[src/rtl/line_mem_pkg.sv]
package line_mem_pkg;

    localparam int unsigned LM_CODE_W = 10;
    localparam int unsigned LM_LANES  = 16;
    localparam int unsigned LM_LANE_W = $clog2(LM_LANES);

    typedef enum logic {
        PASS_EVEN = 1'b0,
        PASS_ODD  = 1'b1
    } pass_e;

    function automatic int unsigned beats_for(int unsigned cols);
        return cols / LM_LANES;
    endfunction

    function automatic int unsigned safe_w(int unsigned n);
        return (n > 1) ? $clog2(n) : 1;
    endfunction

endpackage

[src/rtl/lm_front_bank.sv]
module lm_front_bank
    import line_mem_pkg::*;
#(
    parameter int unsigned NUM_COLS = 64,
    parameter int unsigned CODE_W   = LM_CODE_W,
    localparam int unsigned COL_W   = $clog2(NUM_COLS),
    localparam int unsigned ADC_W   = COL_W - 1
) (
    input  logic                             clk,
    input  logic                             rst,
    input  logic                             wr_en,
    input  logic [ADC_W-1:0]                 wr_adc,
    input  pass_e                            wr_phase,
    input  logic [CODE_W-1:0]                wr_code,
    output logic [NUM_COLS-1:0][CODE_W-1:0]  bank
);
    logic [COL_W-1:0] wr_col;
    assign wr_col = {wr_adc, wr_phase};

    for (genvar c = 0; c < NUM_COLS; c++) begin : g_col
        always_ff @(posedge clk) begin
            if (rst)
                bank[c] <= '0;
            else if (wr_en && (wr_col == COL_W'(c)))
                bank[c] <= wr_code;
        end
    end
endmodule

[src/rtl/lm_back_bank.sv]
module lm_back_bank
    import line_mem_pkg::*;
#(
    parameter int unsigned NUM_COLS = 64,
    parameter int unsigned CODE_W   = LM_CODE_W
) (
    input  logic                             clk,
    input  logic                             rst,
    input  logic                             load,
    input  logic [NUM_COLS-1:0][CODE_W-1:0]  src,
    output logic [NUM_COLS-1:0][CODE_W-1:0]  bank
);
    always_ff @(posedge clk) begin
        if (rst)
            bank <= '0;
        else if (load)
            bank <= src;
    end
endmodule

[src/rtl/lm_stream_seq.sv]
module lm_stream_seq
    import line_mem_pkg::*;
#(
    parameter int unsigned NUM_BEATS = 4,
    localparam int unsigned BEAT_W   = safe_w(NUM_BEATS)
) (
    input  logic              clk,
    input  logic              rst,
    input  logic              start,
    output logic              busy,
    output logic [BEAT_W-1:0] beat,
    output logic              last
);
    assign last = busy && (beat == BEAT_W'(NUM_BEATS - 1));

    always_ff @(posedge clk) begin
        if (rst) begin
            busy <= 1'b0;
            beat <= '0;
        end else if (start) begin
            busy <= 1'b1;
            beat <= '0;
        end else if (busy) begin
            if (last) begin
                busy <= 1'b0;
                beat <= '0;
            end else begin
                beat <= beat + 1'b1;
            end
        end
    end
endmodule

[src/rtl/line_mem_dbuf.sv]
module line_mem_dbuf
    import line_mem_pkg::*;
#(
    parameter int unsigned NUM_COLS  = 64,
    localparam int unsigned CODE_W   = LM_CODE_W,
    localparam int unsigned LANES    = LM_LANES,
    localparam int unsigned NUM_BEATS = beats_for(NUM_COLS),
    localparam int unsigned BEAT_W   = safe_w(NUM_BEATS),
    localparam int unsigned COL_W    = $clog2(NUM_COLS),
    localparam int unsigned ADC_W    = COL_W - 1
) (
    input  logic                      clk,
    input  logic                      rst,
    input  logic                      wr_en,
    input  logic [ADC_W-1:0]          wr_adc,
    input  logic                      wr_phase,
    input  logic [CODE_W-1:0]         wr_code,
    input  logic                      xfer_req,
    output logic                      out_valid,
    output logic [BEAT_W-1:0]         out_beat,
    output logic                      out_last,
    output logic [LANES*CODE_W-1:0]   out_data
);
    logic [NUM_COLS-1:0][CODE_W-1:0] front_q;
    logic [NUM_COLS-1:0][CODE_W-1:0] back_q;

    lm_front_bank #(.NUM_COLS(NUM_COLS), .CODE_W(CODE_W)) u_front (
        .clk      (clk),
        .rst      (rst),
        .wr_en    (wr_en),
        .wr_adc   (wr_adc),
        .wr_phase (pass_e'(wr_phase)),
        .wr_code  (wr_code),
        .bank     (front_q)
    );

    lm_back_bank #(.NUM_COLS(NUM_COLS), .CODE_W(CODE_W)) u_back (
        .clk  (clk),
        .rst  (rst),
        .load (xfer_req),
        .src  (front_q),
        .bank (back_q)
    );

    lm_stream_seq #(.NUM_BEATS(NUM_BEATS)) u_seq (
        .clk   (clk),
        .rst   (rst),
        .start (xfer_req),
        .busy  (out_valid),
        .beat  (out_beat),
        .last  (out_last)
    );

    for (genvar k = 0; k < LANES; k++) begin : g_lane
        logic [COL_W-1:0] col_sel;
        assign col_sel = COL_W'({out_beat, LM_LANE_W'(k)});
        assign out_data[k*CODE_W +: CODE_W] = out_valid ? back_q[col_sel] : '0;
    end
endmodule

[config.mk]
export PLATFORM = sky130hd
export DESIGN_NAME = line_mem_dbuf
export DESIGN_NICKNAME = d
export VERILOG_FILES = /design/src/rtl/line_mem_pkg.sv /design/src/rtl/lm_front_bank.sv /design/src/rtl/lm_back_bank.sv /design/src/rtl/lm_stream_seq.sv /design/src/rtl/line_mem_dbuf.sv
export SDC_FILE = /design/constraint.sdc
export NUM_CORES = 2
export LEC_CHECK = 0
export BUFFER_PORTS_ARGS = -buffer_cell sky130_fd_sc_hd__buf_2
export CAP_MARGIN = 20
export CORE_UTILIZATION = 60
export DETAILED_ROUTE_END_ITERATION = 7
export GPL_TIMING_DRIVEN = 0
export HOLD_SLACK_MARGIN = 0.06
export PLACE_DENSITY = 0.83
export SLEW_MARGIN = 20
export SYNTH_ARGS = -nofsm -noshare
export SYNTH_HDL_FRONTEND = slang
export SYNTH_SLANG_ARGS = --single-unit
[constraint.sdc]
create_clock -name clk -period 2.3 [get_ports clk]
set_clock_uncertainty 0.2 [all_clocks]
set_input_delay 0.115 -clock clk [delete_from_list [all_inputs] [get_ports clk]]
set_output_delay 0.115 -clock clk [all_outputs]
set_load 0.01 [all_outputs]
==> results.md <==
* Outcome: complete, but fails checks
* Failing checks: negative setup slack
* Dpl ws at -405 ps
* Endpoint type of the worst setup path: primary output
* Max-slew violation count at 0
* Synth warnings at 0
* Vias at 37000
* Lkg Pwr at 29.1 nW
* Switching share of power at 23.4%
* CP Class: flip-flop to primary output
* Post-DP HPWL at 104 mm
* Min-Delay Path Class: primary input to flip-flop
* CP startpoint kind: flip-flop
* Yosys cell types at 29
* Initial Util at 60.6%
* Clock transition at path regs at 60 ps
* Hold Path Stages at 5
* Max Root-Sink Buffers at 3
* Initial antenna violation count at 6
* Worst-path fanout max at 7
* Residual DRC at 0
* Mapped Cells at 4635
* Slew margin rel. at 9.53%
* Worst Path Required at 1990 ps
* DR pass1 iterations at 6
* Min Tclk post-route at 2860 ps
* I/O Pins at 184
* Drt via density at 5.90
* #FFs+latches synth at 1283
* Routed wire per std cell at 25.7 um
* Sequential share of the synthesized area at 48.8%
* Final setup violation count at 160
* Post-DRT Antenna Nets at 0
* Die area at 88900 sq um
* Global-route usage over all layers at 35.2%
* Comb pwr share at 5.9%
* Maximum clock rate at 0.350 GHz
* Most frequent cells in the layout: mux2i_1 (1281), dfxtp_1 (1281), nand2b_1 (650)
* Largest net degree at the start of global routing at 18
* PD cells at 754 nW/um^2
* Chip Width at 298 um
* Syn Std Cell Area at 52600 sq um
* Final WS setup at -559 ps
* Share of cells above drive strength 1 at 19.4%
* Utilization after layout at 70.9%
* Max H-tree Level at 3
* Clock Sinks at 1283
* Final nets at 5022
* Yosys top cell area share at 48.8%
* Pint at 0.0356 W
* Tcrit/Tclk final at 124%
* First-pass GRT wire length at 232 mm
* Die H at 298 um
* Routed Wire Length at 161 mm
* CTS tree: done
* Total gr overflow at 0
* Worst-Margin Slew at 1360 ps
* Net switching power figure at 0.0109 W
* Maxcap violations at 0
* Placed inst area at 55100 sq um
* DR iter-0 viols at 3434
* Row count at 108
* Critical Path AT at 2540 ps
* Top cells by area, synth: dfxtp_1 (49%), mux2i_1 (24%), nand2b_1 (7.7%)
* GPL Wtd Cong at 0.925
* Clk_lat worst skew at 720 ps
* Port bufs at 181
* Peak supply drop at 721 uV
* Yosys top cell by area: dfxtp_1
* Unrepaired setup endpoints after global routing: yes
* Worst R2R Path Depth at 6
* Core area at 86900 sq um
* Clk network pwr share at 46.0%
* Clk root buf: clkbuf_16
* Net Count, Synth at 4656
* Area Overhead vs Synth at 17.0%
* Vias in the first global route at 36600
* Syn avg cell area at 11.4 sq um
* CTS Buf Count at 121
* Seq pwr share at 48.1%
* Fin. Hold Viols at 0
* Final instance area at 61600 sq um
-- Yosys cell counts --
library cell / n
nand2_8: 25
nand2b_1: 650
ha_1: 1
buf_8: 1
and4b_1: 4
nor3b_2: 1
nor2b_1: 1
nor4_4: 1
and4bb_2: 6
nor3_1: 2
buf_1: 15
nand2_4: 38
mux2i_1: 1281
inv_1: 1
clkbuf_1: 196
and2_1: 162
buf_12: 1
buf_6: 26
dfxtp_1: 1283
and4_1: 1
nor4b_2: 1
mux4_2: 160
nor2_1: 642
and3_1: 1
nor4b_4: 3
buf_4: 10
buf_2: 119
a22oi_1: 1
and3b_1: 2
-- kinds of logic after synthesis --
group / share of synthesized area (%)
adders and majority gates: 0.0238
muxes: 31.2
DFF: 48.8
AOI/OAI and AO/OA: 0.0143
and+or+nand+nor: 16.5
buffers and inverters: 3.41
-- power by group through the flow --
stage / logic [W] / clock network, W / registers, W
floorplan: 0.00149 / 0 / 0.0228
detailed placement: 0.00243 / 0 / 0.0228
global placement: 0.00239 / 0 / 0.0228
CTS: 0.00260 / 0.0212 / 0.0223
global route: 0.00276 / 0.0222 / 0.0223
finish: 0.00273 / 0.0214 / 0.0223
-- per-stage QoR --
stage	power, W	hold slack, ps	TNS, ps	cells
after floorplan	0.0243	226	0	4635
after global placement	0.0252	260	-406920	5971
after detailed placement	0.0253	266	-99290	5973
after CTS	0.0462	69.2	-77990	6249
after global routing	0.0473	159	-79850	6260
final	0.0464	149	-76770	6265
-- metal layers --
metal	GRT usage (%)	part of all wire, %
met5	0	0.038
met4	19.7	6.0
met3	6.42	8.9
met1	46.2	40
met2	55.0	45
-- critical path, stage by stage, from the launching register on --
cell and delay [ps]:
dfxtp_4 410, buf_12 180, buf_16 200, clkbuf_16 190
mux4_2 520, and2_4 180, buf_6 110
-- sequential cells by signal (all words and copies together) (netlist names) --
signal        cells
u_seq.busy        1
u_back.bank     640
u_front.bank    640
u_seq.beat        2
-- final timing paths --
path / slack [ps] / from / end
worst max-delay path: -560 / u_seq.beat[0]$_SDFFE_PP0P_ / out_data[156]
worst min-delay path: 150 / rst / u_front.bank[9]$_SDFFE_PP0P_
worst max register to register: 580 / u_seq.beat[0]$_SDFFE_PP0P_ / u_seq.beat[0]$_SDFFE_PP0P_
worst min register to register: 280 / u_front.bank[183]$_SDFFE_PP0P_ / u_front.bank[183]$_SDFFE_PP0P_
-- layout make-up --
class | count | area [sq um]
repair buffers | 244 | 2530
diodes | 5 | 12.5
fillers | 5903 | 25300
well taps | 1155 | 1450
multi-input cells | 2983 | 25400
clock buffers | 180 | 3580
inverters | 1 | 3.75
clock inverters | 47 | 683
plain buffers | 367 | 2200
flip-flops and latches | 1283 | 25700
-- repair_timing --
action,4_1_cts,5_1_grt
endpoints found under the setup margin,162,283
pin swaps,12,1
gates resized for setup,222,154
hold endpoints to repair,432,10
gates cloned,10,7
hold buffers,26,1
setup buffers,14,10
Power figures use the tool's default switching activity.
